===== src/rtl/pmc_pkg.sv =====
package pmc_pkg;
  typedef enum logic [2:0] {
    M_RESET, M_RUN, M_DEBUG, M_WAIT, M_STOP_ENT, M_STOP
  } pmc_mode_e;

  typedef struct packed {
    logic core_clk;
    logic mem_clk;
    logic can_clk;
    logic wdog_en;
    logic pll_pd;
    logic pwm_off;
  } pmc_gate_t;

  localparam pmc_gate_t GATE_RST = '{core_clk: 1'b1, mem_clk: 1'b1, can_clk: 1'b1,
                                      wdog_en: 1'b0, pll_pd: 1'b0, pwm_off: 1'b1};
  localparam pmc_gate_t GATE_RUN = '{core_clk: 1'b1, mem_clk: 1'b1, can_clk: 1'b1,
                                      wdog_en: 1'b1, pll_pd: 1'b0, pwm_off: 1'b0};
endpackage


===== src/rtl/pmc_sync.sv =====
module pmc_sync #(
  parameter int            W       = 1,
  parameter logic [W-1:0]  RST_VAL = '0
) (
  input  logic         clk_i,
  input  logic         rst_ni,
  input  logic [W-1:0] d_i,
  output logic [W-1:0] q_o
);
  logic [W-1:0] s1_q, s2_q;

  always_ff @(posedge clk_i or negedge rst_ni) begin
    if (!rst_ni) begin
      s1_q <= RST_VAL;
      s2_q <= RST_VAL;
    end else begin
      s1_q <= d_i;
      s2_q <= s1_q;
    end
  end

  assign q_o = s2_q;
endmodule


===== src/rtl/pmc_rst_seq.sv =====
module pmc_rst_seq #(
  parameter int RST_HOLD = 32
) (
  input  logic clk_i,
  input  logic rst_ni,
  input  logic ext_rst_n_i,
  input  logic wdog_to_i,
  input  logic sw_wr_i,
  input  logic boot_strap_i,
  input  logic mem_strap_i,
  output logic in_rst_o,
  output logic in_rst_d_o,
  output logic sw_bit_o,
  output logic boot_mode_o,
  output logic mem_if_mode_o
);
  localparam int CW = $clog2(RST_HOLD + 1);
  localparam logic [CW-1:0] CNT_LAST = CW'(RST_HOLD - 1);

  logic          in_rst_q, in_rst_d;
  logic [CW-1:0] cnt_q, cnt_d;
  logic          sw_bit_q, sw_bit_d;
  logic          hw_kind_q;
  logic          boot_q, mem_q;
  logic          src_hw, src, release_w;

  assign src_hw = ~ext_rst_n_i | wdog_to_i;
  assign src    = src_hw | sw_bit_q;

  always_comb begin
    in_rst_d = in_rst_q;
    cnt_d    = cnt_q;
    if (src) begin
      in_rst_d = 1'b1;
      cnt_d    = '0;
    end else if (in_rst_q) begin
      if (cnt_q == CNT_LAST) in_rst_d = 1'b0;
      else                   cnt_d    = cnt_q + 1'b1;
    end
  end

  // bit clears as the sequence starts; writes from a core held in reset are dropped
  always_comb begin
    if (src)                       sw_bit_d = 1'b0;
    else if (sw_wr_i && !in_rst_q) sw_bit_d = 1'b1;
    else                           sw_bit_d = sw_bit_q;
  end

  assign release_w = in_rst_q & ~in_rst_d;

  always_ff @(posedge clk_i or negedge rst_ni) begin
    if (!rst_ni) begin
      in_rst_q  <= 1'b1;
      cnt_q     <= '0;
      sw_bit_q  <= 1'b0;
      hw_kind_q <= 1'b1;
      boot_q    <= 1'b0;
      mem_q     <= 1'b0;
    end else begin
      in_rst_q <= in_rst_d;
      cnt_q    <= cnt_d;
      sw_bit_q <= sw_bit_d;
      if (src_hw)        hw_kind_q <= 1'b1;
      else if (sw_bit_q) hw_kind_q <= 1'b0;
      if (release_w && hw_kind_q) begin
        boot_q <= boot_strap_i;
        mem_q  <= mem_strap_i;
      end
    end
  end

  assign in_rst_o      = in_rst_q;
  assign in_rst_d_o    = in_rst_d;
  assign sw_bit_o      = sw_bit_q;
  assign boot_mode_o   = boot_q;
  assign mem_if_mode_o = mem_q;
endmodule


===== src/rtl/pmc_mode_fsm.sv =====
module pmc_mode_fsm
  import pmc_pkg::*;
#(
  parameter int STOP_ENT_CYC = 4
) (
  input  logic      clk_i,
  input  logic      rst_ni,
  input  logic      in_rst_d_i,
  input  logic      dbg_i,
  input  logic      wait_i,
  input  logic      stop_i,
  input  logic      wake_i,
  output pmc_mode_e mode_d_o
);
  localparam int ECW = $clog2(STOP_ENT_CYC + 1);
  localparam logic [ECW-1:0] ENT_LAST = ECW'(STOP_ENT_CYC - 1);

  pmc_mode_e      mode_q, mode_d;
  logic [ECW-1:0] ecnt_q, ecnt_d;

  always_comb begin
    mode_d = mode_q;
    ecnt_d = ecnt_q;
    if (in_rst_d_i) begin
      mode_d = M_RESET;
      ecnt_d = '0;
    end else begin
      case (mode_q)
        M_RESET: mode_d = M_RUN;
        M_RUN: begin
          if (dbg_i) mode_d = M_DEBUG;
          else if (stop_i) begin
            mode_d = M_STOP_ENT;
            ecnt_d = '0;
          end else if (wait_i) mode_d = M_WAIT;
        end
        M_DEBUG: if (!dbg_i) mode_d = M_RUN;
        M_WAIT:  if (wake_i) mode_d = M_RUN;
        M_STOP_ENT: begin
          if (wake_i)                  mode_d = M_RUN;
          else if (ecnt_q == ENT_LAST) mode_d = M_STOP;
          else                         ecnt_d = ecnt_q + 1'b1;
        end
        M_STOP:  if (wake_i) mode_d = M_RUN;
        default: mode_d = M_RESET;
      endcase
    end
  end

  always_ff @(posedge clk_i or negedge rst_ni) begin
    if (!rst_ni) begin
      mode_q <= M_RESET;
      ecnt_q <= '0;
    end else begin
      mode_q <= mode_d;
      ecnt_q <= ecnt_d;
    end
  end

  assign mode_d_o = mode_d;
endmodule


===== src/rtl/pmc_gate_dec.sv =====
module pmc_gate_dec
  import pmc_pkg::*;
#(
  parameter int                    NUM_PERIPH     = 4,
  parameter logic [NUM_PERIPH-1:0] STOP_KEEP_MASK = NUM_PERIPH'(1)
) (
  input  pmc_mode_e             mode_i,
  input  logic                  cfg_dbg_pwm_off_i,
  input  logic                  cfg_wait_wdog_stop_i,
  input  logic                  cfg_wait_pwm_off_i,
  input  logic                  cfg_stop_wdog_stop_i,
  input  logic                  cfg_stop_can_off_i,
  input  logic                  cfg_pll_shdn_i,
  output pmc_gate_t             gate_o,
  output logic [NUM_PERIPH-1:0] periph_o
);
  always_comb begin
    gate_o = GATE_RUN;
    case (mode_i)
      M_RESET: gate_o = GATE_RST;
      M_DEBUG: begin
        gate_o.wdog_en = 1'b0;
        gate_o.pwm_off = cfg_dbg_pwm_off_i;
      end
      M_WAIT: begin
        gate_o.core_clk = 1'b0;
        gate_o.mem_clk  = 1'b0;
        gate_o.wdog_en  = ~cfg_wait_wdog_stop_i;
        gate_o.pwm_off  = cfg_wait_pwm_off_i;
      end
      M_STOP: begin
        gate_o.core_clk = 1'b0;
        gate_o.mem_clk  = 1'b0;
        gate_o.can_clk  = ~cfg_stop_can_off_i;
        gate_o.wdog_en  = ~cfg_stop_wdog_stop_i;
        gate_o.pll_pd   = cfg_pll_shdn_i;
        gate_o.pwm_off  = 1'b1;
      end
      default: ;
    endcase
  end

  for (genvar i = 0; i < NUM_PERIPH; i++) begin : g_periph
    assign periph_o[i] = (mode_i == M_STOP) ? STOP_KEEP_MASK[i] : 1'b1;
  end
endmodule


===== src/rtl/pwr_mode_ctrl.sv =====
module pwr_mode_ctrl
  import pmc_pkg::*;
#(
  parameter int                    NUM_PERIPH     = 4,
  parameter logic [NUM_PERIPH-1:0] STOP_KEEP_MASK = NUM_PERIPH'(1),
  parameter int                    RST_HOLD       = 32,
  parameter int                    STOP_ENT_CYC   = 4
) (
  input  logic                  clk_i,
  input  logic                  rst_ni,
  input  logic                  ext_rst_ni,
  input  logic                  wdog_timeout_i,
  input  logic                  sw_rst_wr_i,
  input  logic                  boot_strap_i,
  input  logic                  mem_strap_i,
  input  logic                  dbg_req_i,
  input  logic                  wait_req_i,
  input  logic                  stop_req_i,
  input  logic                  can_wake_i,
  input  logic                  irq_wake_i,
  input  logic                  cfg_dbg_pwm_off_i,
  input  logic                  cfg_wait_wdog_stop_i,
  input  logic                  cfg_wait_pwm_off_i,
  input  logic                  cfg_stop_wdog_stop_i,
  input  logic                  cfg_stop_can_off_i,
  input  logic                  cfg_pll_shdn_i,
  output logic                  core_rst_no,
  output logic                  periph_rst_no,
  output logic                  core_clk_en_o,
  output logic                  mem_clk_en_o,
  output logic [NUM_PERIPH-1:0] periph_clk_en_o,
  output logic                  can_clk_en_o,
  output logic                  wdog_en_o,
  output logic                  pll_pd_o,
  output logic                  pwm_off_o,
  output logic                  sw_rst_bit_o,
  output logic                  boot_mode_o,
  output logic                  mem_if_mode_o
);
  logic                  ext_rst_n_s;
  logic [1:0]            wake_s;
  logic                  in_rst_q, in_rst_d;
  pmc_mode_e             mode_d;
  pmc_gate_t             gate_d, gate_q;
  logic [NUM_PERIPH-1:0] periph_d, periph_q;

  pmc_sync #(.W(1), .RST_VAL(1'b0)) u_ext_sync (
    .clk_i(clk_i), .rst_ni(rst_ni), .d_i(ext_rst_ni), .q_o(ext_rst_n_s)
  );

  pmc_sync #(.W(2), .RST_VAL(2'b00)) u_wake_sync (
    .clk_i(clk_i), .rst_ni(rst_ni), .d_i({can_wake_i, irq_wake_i}), .q_o(wake_s)
  );

  pmc_rst_seq #(.RST_HOLD(RST_HOLD)) u_rst_seq (
    .clk_i         (clk_i),
    .rst_ni        (rst_ni),
    .ext_rst_n_i   (ext_rst_n_s),
    .wdog_to_i     (wdog_timeout_i & gate_q.wdog_en),
    .sw_wr_i       (sw_rst_wr_i),
    .boot_strap_i  (boot_strap_i),
    .mem_strap_i   (mem_strap_i),
    .in_rst_o      (in_rst_q),
    .in_rst_d_o    (in_rst_d),
    .sw_bit_o      (sw_rst_bit_o),
    .boot_mode_o   (boot_mode_o),
    .mem_if_mode_o (mem_if_mode_o)
  );

  pmc_mode_fsm #(.STOP_ENT_CYC(STOP_ENT_CYC)) u_fsm (
    .clk_i      (clk_i),
    .rst_ni     (rst_ni),
    .in_rst_d_i (in_rst_d),
    .dbg_i      (dbg_req_i),
    .wait_i     (wait_req_i),
    .stop_i     (stop_req_i),
    .wake_i     (|wake_s),
    .mode_d_o   (mode_d)
  );

  pmc_gate_dec #(.NUM_PERIPH(NUM_PERIPH), .STOP_KEEP_MASK(STOP_KEEP_MASK)) u_dec (
    .mode_i               (mode_d),
    .cfg_dbg_pwm_off_i    (cfg_dbg_pwm_off_i),
    .cfg_wait_wdog_stop_i (cfg_wait_wdog_stop_i),
    .cfg_wait_pwm_off_i   (cfg_wait_pwm_off_i),
    .cfg_stop_wdog_stop_i (cfg_stop_wdog_stop_i),
    .cfg_stop_can_off_i   (cfg_stop_can_off_i),
    .cfg_pll_shdn_i       (cfg_pll_shdn_i),
    .gate_o               (gate_d),
    .periph_o             (periph_d)
  );

  // enables come from flops only
  always_ff @(posedge clk_i or negedge rst_ni) begin
    if (!rst_ni) begin
      gate_q   <= GATE_RST;
      periph_q <= '1;
    end else begin
      gate_q   <= gate_d;
      periph_q <= periph_d;
    end
  end

  assign core_rst_no     = ~in_rst_q;
  assign periph_rst_no   = ~in_rst_q;
  assign core_clk_en_o   = gate_q.core_clk;
  assign mem_clk_en_o    = gate_q.mem_clk;
  assign periph_clk_en_o = periph_q;
  assign can_clk_en_o    = gate_q.can_clk;
  assign wdog_en_o       = gate_q.wdog_en;
  assign pll_pd_o        = gate_q.pll_pd;
  assign pwm_off_o       = gate_q.pwm_off;
endmodule


===== config.mk =====
export PLATFORM = sky130hd
export DESIGN_NAME = pwr_mode_ctrl
export DESIGN_NICKNAME = d
export VERILOG_FILES = /design/src/rtl/pmc_pkg.sv /design/src/rtl/pmc_sync.sv /design/src/rtl/pmc_rst_seq.sv /design/src/rtl/pmc_mode_fsm.sv /design/src/rtl/pmc_gate_dec.sv /design/src/rtl/pwr_mode_ctrl.sv
export SDC_FILE = /design/constraint.sdc
export NUM_CORES = 1
export LEC_CHECK = 0
export BUFFER_PORTS_ARGS = -buffer_cell sky130_fd_sc_hd__buf_2
export CAP_MARGIN = 15
export CORE_MARGIN = 1
export CORE_UTILIZATION = 35
export DETAILED_ROUTE_END_ITERATION = 10
export GPL_ROUTABILITY_DRIVEN = 0
export PLACE_DENSITY = 0.61
export SETUP_SLACK_MARGIN = 0.2
export SLEW_MARGIN = 20
export SYNTH_ARGS = -nofsm -noshare
export SYNTH_HDL_FRONTEND = slang
export SYNTH_SLANG_ARGS = --single-unit

===== constraint.sdc =====
create_clock -name clk_i -period 2.6 [get_ports clk_i]
set_input_delay 0.52 -clock clk_i [delete_from_list [all_inputs] [get_ports clk_i]]
set_output_delay 0.52 -clock clk_i [all_outputs]
set_load 0.03 [all_outputs]

==> summary.txt, run 1 <==
Status - completed
Maximum VDD drop - 0.306 mV
Leak - 0.000748 uW
Ant diodes - 0
Data arrival time of the critical path - 2.17 ns
Asr flop ratio synth - 100%
Synth Area in XOR/XNOR - 2.58%
Initial Utilization - 36.8%
Cell row count - 22
Synth top area cells - dfrtp_1, dfstp_2, nor2_1
Post-Route WL - 2360 microns
Yosys warning count - 0
Core Region - 3690 sq um
Layout cell share with drive strength beyond 1 - 35.8%
Clk_lat worst skew - 0.27 ns
Period utilization - 78.1%
Internal Power - 693 uW
Critical Path RT - 2.74 ns
Sink Count - 29
Final #Nets - 171
Synth area leader - dfrtp_1
Power, Total - 868 uW
Die area - 4130 sq um
Ports - 33
Multi-input logic area - 541 sq um
Crit Path Max Fanout - 8
PD cells - 542 nW/um^2
# fillers - 379
Seq/Total Area, Yosys - 54.0%
Syn Nets - 142
Post-Syn Area per Cell - 11.2 sq um
Critical path type - flip-flop to flip-flop
Vias/cell - 4.76
Final setup fails - 0
Most common cell in the netlist - dfrtp_1
Seq pwr share - 53.8%
Clk_skew - 0.00531 ns
H-tree depth - 2
Main combinational cell family by area after synthesis - simple AND/OR/NAND/NOR gates
Chip Width - 64.3 microns
Comb pwr share - 4.8%
Fin crit period - 2.03 ns
Vias after detailed routing - 947
Number of global-route vias before repair - 934
Highest Clock Rate - 0.492 GHz
Seq cells post-synth - 29
Proportion of synthesized area in mux cells - 2.40%
Synth Instances - 121
Initial antenna violation count - 0
CTS clock-pin slew for the worst setup and hold paths - 0.06 ns
Pre-antenna DRT Iters - 4
Largest net degree at the start of global routing - 30
Postcts setup bufs - 0
Critical path launch point type - flip-flop
Number of CTS-inserted buffers - 5
Root Buffer - clkbuf_8
Port bufs - 31
Clk buf depth - 2
Synth Area in Adders - 2.76%
MaxCap Viol Count - 0
Rel. slew slack - 52.1%
Power share of the clock group - 41.4%
Most frequent cells after synthesis - dfrtp_1, nor2_1, a21oi_1
EDFF count, synth - 0
P&R area growth vs syn - 18.0%
Crit end category - flip-flop
Simple-gate share of the synthesized area - 20.3%
Post-DP HPWL - 1830 microns
Wirelength per Cell - 11.9 microns
Antenna viol nets, final - 0
Post-Syn Area - 1360 sq um
DRC errors left - 0
Area share of the leading cell type in the synthesized netlist - 42.4%
RSZ-0062 raised after global routing - no
Post-cts repair resize count - 0
GRT Total Usage - 13.4%
Post-synthesis compound-gate area fraction - 11.5%
Flip-flop and latch area - 733 sq um
Distinct cell type count after synthesis - 46
Main synth FF type - dfrtp_1
Slew @ Worst Pin - 0.711 ns
First-pass GRT wire length - 4170 microns
Drt initial violations - 15
DIE HEIGHT - 64.3 microns
GRT overflow - 0
TNS Setup - 0 ns
Fin. max-slew vios - 0
CTS tree - done
Hold_buf cts - 0
Final-report hold violation count - 0
Sw frac - 20.1%
Hold Path Class - input port to asynchronous set/reset pin
Net switching power of the design - 175 uW
sequential cells by signal (all words and copies together), names as in the netlist, 2 cells and up:
signal	cells
u_fsm.ecnt_q	3
u_wake_sync.q_o	2
u_rst_seq.cnt_q	6
u_wake_sync.s1_q	2
u_fsm.mode_q	3
area by class of cell:
type	instances	share of cell area, %
Timing Repair Buffer	31	9.69
Inverter	6	1.41
Multi-Input combinational cell	77	33.7
Tap cell	48	3.75
Sequential cell	29	45.8
Clock buffer	8	5.62
metrics by stage:
stage          instances  util, %  cell area [sq um]  hold WS, ns  worst slack [ns]
3_3_place_gp         191     41.0               1510        0.332             0.657
3_5_place_dp         191     41.0               1510        0.336             0.566
2_1_floorplan        121        -               1360        0.224             0.615
5_1_grt              199     43.4               1600        0.302             0.420
6_report             199     43.4               1600        0.261             0.569
4_1_cts              199     43.4               1600        0.276             0.548
metal layers:
layer,routed length (microns),GRT usage (%),part of all wire [%]
met5,0,0,0
met4,20,6.11,0.85
met2,1290,22.6,55
met1,989,14.8,42
met3,60,5.18,2.5
power by group through the flow:
| stage | clock [uW] | combinational (uW) | sequential, uW |
|---|---|---|---|
| 2_1_floorplan | 0 | 19.3 | 473 |
| 3_3_place_gp | 0 | 41.2 | 474 |
| 3_5_place_dp | 0 | 42.9 | 475 |
| 4_1_cts | 378 | 43.2 | 467 |
| 5_1_grt | 406 | 48.6 | 468 |
| 6_report | 359 | 42.0 | 467 |
cell families after synthesis:
| group | count (synthesis) |
|---|---|
| adders and majority gates | 3 |
| and+or+nand+nor | 45 |
| buffers and inverters | 15 |
| muxes | 3 |
| other | 1 |
| DFF | 29 |
| AOI/OAI and AO/OA | 21 |
| xor gates and xnor gates | 4 |
worst paths after layout:
| check | from | endpoint | slack, ns | cells past startpoint |
|---|---|---|---|---|
| max reg2reg | u_rst_seq.cnt_q[0]$_DFFE_PN0P_ | u_rst_seq.mem_if_mode_o$_DFFE_PN0P_ | 0.57 | 6 |
| min | rst_ni | u_fsm.mode_q[0]$_DFF_PN0_ | 0.26 | 1 |
| max in group asynchronous | rst_ni | u_rst_seq.boot_mode_o$_DFFE_PN0P_ | 1.93 | 1 |
| max | u_rst_seq.cnt_q[0]$_DFFE_PN0P_ | u_rst_seq.mem_if_mode_o$_DFFE_PN0P_ | 0.57 | 6 |
| min in group clk_i | u_wake_sync.s1_q[0]$_DFF_PN0_ | u_wake_sync.q_o[0]$_DFF_PN0_ | 0.35 | 0 |
| min reg2reg | u_wake_sync.s1_q[0]$_DFF_PN0_ | u_wake_sync.q_o[0]$_DFF_PN0_ | 0.35 | 0 |
placed cells by master (no fill, tap or decap), types with 4 or more instances in the layout:
cell      instances
buf_2            31
a21oi_1           7
clkbuf_8          6
dfstp_2           6
nand2b_1          5
o21ai_0           4
inv_1             6
nor2_1           11
dfrtp_1          23
critical path, stage by stage, from the launching register on:
cell and delay, ns:
dfrtp_1 0.39, ha_1 0.22, inv_1 0.05, o31a_1 0.40
or2_1 0.33, nor3_2 0.17, mux2_1 0.35
(Power assumes the default switching activity.)
==> inputs of run 2 (changes only) <==
--- a/config.mk
+++ b/config.mk
@@ -11,7 +11,7 @@
 export CORE_UTILIZATION = 35
 export DETAILED_ROUTE_END_ITERATION = 10
 export GPL_ROUTABILITY_DRIVEN = 0
-export PLACE_DENSITY = 0.61
+export PLACE_DENSITY = 0.63
 export SETUP_SLACK_MARGIN = 0.2
 export SLEW_MARGIN = 20
 export SYNTH_ARGS = -nofsm -noshare
==> constraint.sdc (replaced) <==
create_clock -name clk_i -period 1.66 [get_ports clk_i]
set_input_delay 0.332 -clock clk_i [delete_from_list [all_inputs] [get_ports clk_i]]
set_output_delay 0.332 -clock clk_i [all_outputs]
set_load 0.03 [all_outputs]
==> summary.txt, run 2 (synthesized netlist as in run 1, its figures left out) <==
Reg2Reg Setup Slack - -0.15 ns
Slew @ Worst Pin - 0.626 ns
Worst r2r path cells - 5
GRT overflow - 0
Period utilization - 109%
Final #Nets - 201
Maximum VDD drop - 0.594 mV
Root Buffer - clkbuf_8
Leak - 0.000897 uW
Largest regs - u_rst_seq.cnt_q (6), u_fsm.ecnt_q (3), u_fsm.mode_q (3)
Status - complete, but fails checks
RSZ-0062 raised after global routing - yes
Final setup fails - 14
Final-report hold violation count - 0
CTS tree - done
Cell row count - 22
Antenna viol nets, final - 0
Data arrival time of the critical path - 2.01 ns
DIE HEIGHT - 64.3 microns
Die area - 4130 sq um
Post-Route WL - 2880 microns
Ports - 33
P&R area growth vs syn - 42.3%
Core Region - 3690 sq um
RR Startpoint - u_wake_sync.q_o[0]$_DFF_PN0_
Chip Width - 64.3 microns
Clk buf depth - 2
TNS Setup - -1.35 ns
Fin crit period - 1.81 ns
Vias/cell - 4.75
Critical path launch point type - flip-flop
Setup WS pre-CTS - -0.178 ns
Drt initial violations - 20
Critical Path RT - 1.87 ns
Pre-antenna DRT Iters - 4
Highest Clock Rate - 0.553 GHz
Layout cell share with drive strength beyond 1 - 56.4%
Final Worst Setup Slack - -0.147 ns
Initial antenna violation count - 0
Fin. max-slew vios - 0
Port bufs - 31
Ant diodes - 0
Number of CTS-inserted buffers - 5
Critical path type - flip-flop to flip-flop
Largest net degree at the start of global routing - 30
CTS clock-pin slew for the worst setup and hold paths - 0.07 ns
H-tree depth - 2
Violations in the final reports - setup timing
Number of global-route vias before repair - 1048
Rel. slew slack - 58.2%
Net switching power of the design - 335 uW
Comb pwr share - 7.0%
Initial Utilization - 36.8%
Sink Count - 29
Crit Path Max Fanout - 5
Crit Reg-Reg Endpoint - pwm_off_o$_DFF_PN1_
MaxCap Viol Count - 0
First-pass GRT wire length - 4570 microns
Internal Power - 1060 uW
Clk_lat worst skew - 0.28 ns
Max reg flops - 6
Clk_skew - 0.00619 ns
Seq pwr share - 52.1%
Sw frac - 24.0%
GRT Total Usage - 14.9%
Vias after detailed routing - 1087
Most frequent cells in the layout - buf_2, buf_4, dfrtp_1
Commonest non-fill, non-tap cell in the layout - buf_2
Post-DP HPWL - 2040 microns
Final standard cell utilization of the core - 52.4%
Most flops, register - u_rst_seq.cnt_q
PD cells - 722 nW/um^2
DRC errors left - 0
Power share of the clock group - 40.9%
Hold Path Class - input port to asynchronous set/reset pin
Crit end category - flip-flop
# fillers - 341
Wirelength per Cell - 12.6 microns
==> run 2: power by group through the flow <==
stage                     registers [uW]  clock network (uW)  logic, uW
after CTS                            726                 596       92.7
final                                727                 570       97.8
after global routing                 727                 635        111
after detailed placement             739                   0       90.9
after global placement               739                   0       85.0
after floorplan                      741                   0       30.5
==> run 2: per-stage QoR <==
step	hold WS, ns	instances	area (sq um)	power [uW]
5_1_grt	0.110	229	1930	1470
2_1_floorplan	0.0364	121	1370	771
3_5_place_dp	0.338	212	1670	830
4_1_cts	0.0824	223	1810	1420
3_3_place_gp	0.337	212	1670	824
6_report	0.0671	229	1930	1390
==> run 2: final cells by class <==
type                       count  area [sq um]  area share, %
timing repair buffer          61           392           20.3
sequential                    29           733           38.0
multi-input combinational     77           633           32.8
clock inverter                 3          22.5           1.17
inverter                       6          22.5           1.17
clock buffer                   5          68.8           3.56
tap                           48          60.1           3.11
==> run 2: critical path, stage by stage, from the launching register on <==
cell and delay (ns):
dfrtp_1 0.37, or4b_4 0.54, or3_4 0.41, o211ai_4 0.15
nor3b_2 0.21, a21oi_1 0.06
==> run 2: worst max-delay path by stage <==
stage / slack (ns) / to / cells after the start / startpoint
after floorplan: -0.28 / u_rst_seq.boot_mode_o$_DFFE_PN0P_ / 8 / u_rst_seq.cnt_q[0]$_DFFE_PN0P_
after global routing: -0.20 / pwm_off_o$_DFF_PN1_ / 5 / u_wake_sync.q_o[0]$_DFF_PN0_
after detailed placement: -0.18 / pll_pd_o$_DFF_PN0_ / 5 / u_wake_sync.q_o[0]$_DFF_PN0_
after CTS: -0.13 / pwm_off_o$_DFF_PN1_ / 5 / u_wake_sync.q_o[0]$_DFF_PN0_
after global placement: -0.14 / pll_pd_o$_DFF_PN0_ / 5 / u_wake_sync.q_o[0]$_DFF_PN0_
final: -0.15 / pwm_off_o$_DFF_PN1_ / 5 / u_wake_sync.q_o[0]$_DFF_PN0_
==> run 2: timing repair <==
item	4_1_cts	5_1_grt
resized for setup	5	16
setup endpoints to repair	15	18
buffers inserted	3	6
pin swaps	6	9
hold buffers	0	0
==> run 2: metal layers <==
layer | up-vias | global-route usage, % | share of wire, %
li1 | 529 | - | -
met1 | 536 | 17.0 | 40
met2 | 15 | 25.1 | 55
met3 | 7 | 4.82 | 2.9
met4 | 0 | 6.67 | 1.8
met5 | - | 0 | 0
==> inputs of run 3 (changes only) <==
--- a/config.mk
+++ b/config.mk
@@ -12,7 +12,6 @@
 export DETAILED_ROUTE_END_ITERATION = 10
 export GPL_ROUTABILITY_DRIVEN = 0
 export PLACE_DENSITY = 0.63
-export SETUP_SLACK_MARGIN = 0.2
 export SLEW_MARGIN = 20
 export SYNTH_ARGS = -nofsm -noshare
 export SYNTH_HDL_FRONTEND = slang
==> summary.txt, run 3 (synthesized netlist as in run 1, its figures left out) <==
CTS clock-pin slew for the worst setup and hold paths - 0.06 ns
Largest regs - u_rst_seq.cnt_q (6), u_fsm.ecnt_q (3), u_fsm.mode_q (3)
Ports - 33
Critical Path RT - 1.82 ns
Drt initial violations - 18
Highest Clock Rate - 0.558 GHz
Hold_buf cts - 0
Critical path type - flip-flop to flip-flop
Crit Path Max Fanout - 5
Core Region - 3690 sq um
H-tree depth - 2
Post-Route WL - 2970 microns
Data arrival time of the critical path - 1.95 ns
Most frequent cells in the layout - buf_2, buf_4, dfrtp_1
Rel. slew slack - 56.4%
Fin crit period - 1.79 ns
Power share of the clock group - 39.5%
Fin. max-slew vios - 0
Cell row count - 22
GRT overflow - 0
Worst-path cell chain - or4b_4 -> or3_4 -> o21a_1 -> a21oi_2 -> nor2_1
Slowest-stage cell, CP - or4b_4
Ant diodes - 0
Commonest non-fill, non-tap cell in the layout - buf_2
TNS Setup - -0.846 ns
Sw frac - 22.9%
Initial Utilization - 36.8%
Slowest stage delay, CP - 0.54 ns
Final Worst Setup Slack - -0.132 ns
Crit end category - flip-flop
DIE HEIGHT - 64.3 microns
MaxCap Viol Count - 0
CTS tree - done
Antenna viol nets, final - 0
Chip Width - 64.3 microns
Leak - 0.000878 uW
Area post-placement - 1690 sq um
Period utilization - 108%
Clk buf depth - 2
Initial antenna violation count - 0
Multi-input logic area - 609 sq um
Maximum VDD drop - 0.545 mV
Final-report hold violation count - 0
Cell area after layout - 1870 sq um
Reg2Reg Setup Slack - -0.13 ns
# fillers - 355
P&R area growth vs syn - 37.4%
Largest net degree at the start of global routing - 30
Wirelength per Cell - 13.2 microns
Number of CTS-inserted buffers - 5
Critical path launch point type - flip-flop
Seq pwr share - 53.3%
Number of global-route vias before repair - 1100
Hold Path Class - input port to asynchronous set/reset pin
Violations in the final reports - setup timing
Port bufs - 31
Clk_skew - 0.00573 ns
PD cells - 736 nW/um^2
Internal Power - 1060 uW
Vias after detailed routing - 1068
Final setup fails - 11
Status - complete, but fails checks
Max reg flops - 6
First-pass GRT wire length - 4890 microns
RSZ-0062 raised after global routing - yes
Vias/cell - 4.75
Comb pwr share - 7.2%
Most flops, register - u_rst_seq.cnt_q
Layout cell share with drive strength beyond 1 - 52.0%
Sink Count - 29
Final standard cell utilization of the core - 50.6%
DRC errors left - 0
GRT Total Usage - 15.7%
Pre-antenna DRT Iters - 4
Flip-flop and latch area - 733 sq um
Clk_lat worst skew - 0.27 ns
Slew @ Worst Pin - 0.653 ns
Final #Nets - 197
Die area - 4130 sq um
Net switching power of the design - 315 uW
Post-DP HPWL - 2060 microns
Root Buffer - clkbuf_8
==> run 3: changes by cell type in the layout (fill, tap and decap cells not counted), moves of 2 or more <==
cell / previous run / this run
buf_4: 27 / 24
clkinvlp_4: 3 / 0
clkinv_2: 0 / 2
nand2_1: 1 / 3
==> run 3: critical path, delay by kind of cell, from the launching register on <==
family / cells / cell delay, ns
AND/OR/NAND/NOR: 3 / 0.99
AO/OA/AOI/OAI: 2 / 0.31
flip-flops: 1 / 0.38
==> run 3: worst paths after layout <==
path / start / end / cells past startpoint
worst max-delay path: u_wake_sync.q_o[0]$_DFF_PN0_ / u_fsm.ecnt_q[2]$_DFFE_PN0P_ / 5
worst min-delay path: rst_ni / u_fsm.mode_q[0]$_DFF_PN0_ / 1
min in group clk_i: ext_rst_ni / u_ext_sync.s1_q$_DFF_PN0_ / 1
worst max register to register: u_wake_sync.q_o[0]$_DFF_PN0_ / u_fsm.ecnt_q[2]$_DFFE_PN0P_ / 5
worst min register to register: u_ext_sync.s1_q$_DFF_PN0_ / u_ext_sync.q_o$_DFF_PN0_ / 0
max in group asynchronous: rst_ni / u_rst_seq.cnt_q[0]$_DFFE_PN0P_ / 1
==> run 3: power by group through the flow <==
stage	registers, uW	clock network, uW	logic (uW)
after floorplan	741	0	30.5
after global placement	739	0	83.4
after detailed placement	739	0	87.0
after CTS	730	562	94.6
after global routing	731	597	112
final	731	542	99.2
==> run 3: what timing repair did <==
action	CTS	global route
buffers inserted	1	2
pin swaps	7	2
resized for setup	7	8
setup endpoints to repair	13	14
==> run 3: stage by stage <==
stage / worst slack, ns / instances / total power, uW / hold slack [ns]
6_report: -0.132 / 225 / 1370 / 0.0824
5_1_grt: -0.205 / 225 / 1440 / 0.133
4_1_cts: -0.123 / 223 / 1390 / 0.0957
3_5_place_dp: -0.207 / 214 / 826 / 0.335
3_3_place_gp: -0.139 / 214 / 822 / 0.335
2_1_floorplan: -0.277 / 121 / 771 / 0.0364
==> run 3: layout make-up <==
cell class / instances / area share, %
clock buffers: 6 / 3.89
multi-input cells: 77 / 32.7
well taps: 48 / 3.22
inverters: 6 / 1.21
flip-flops and latches: 29 / 39.3
repair buffers: 57 / 19.2
clock inverters: 2 / 0.537
==> run 3: layer usage <==
metal,track usage (%),wire length (microns),share of wire (%),vias up
li1,-,-,-,517
met1,18.5,1250,42,521
met2,25.5,1540,52,19
met3,5.54,82,2.8,11
met4,7.22,95,3.2,0
met5,0,0,0,-
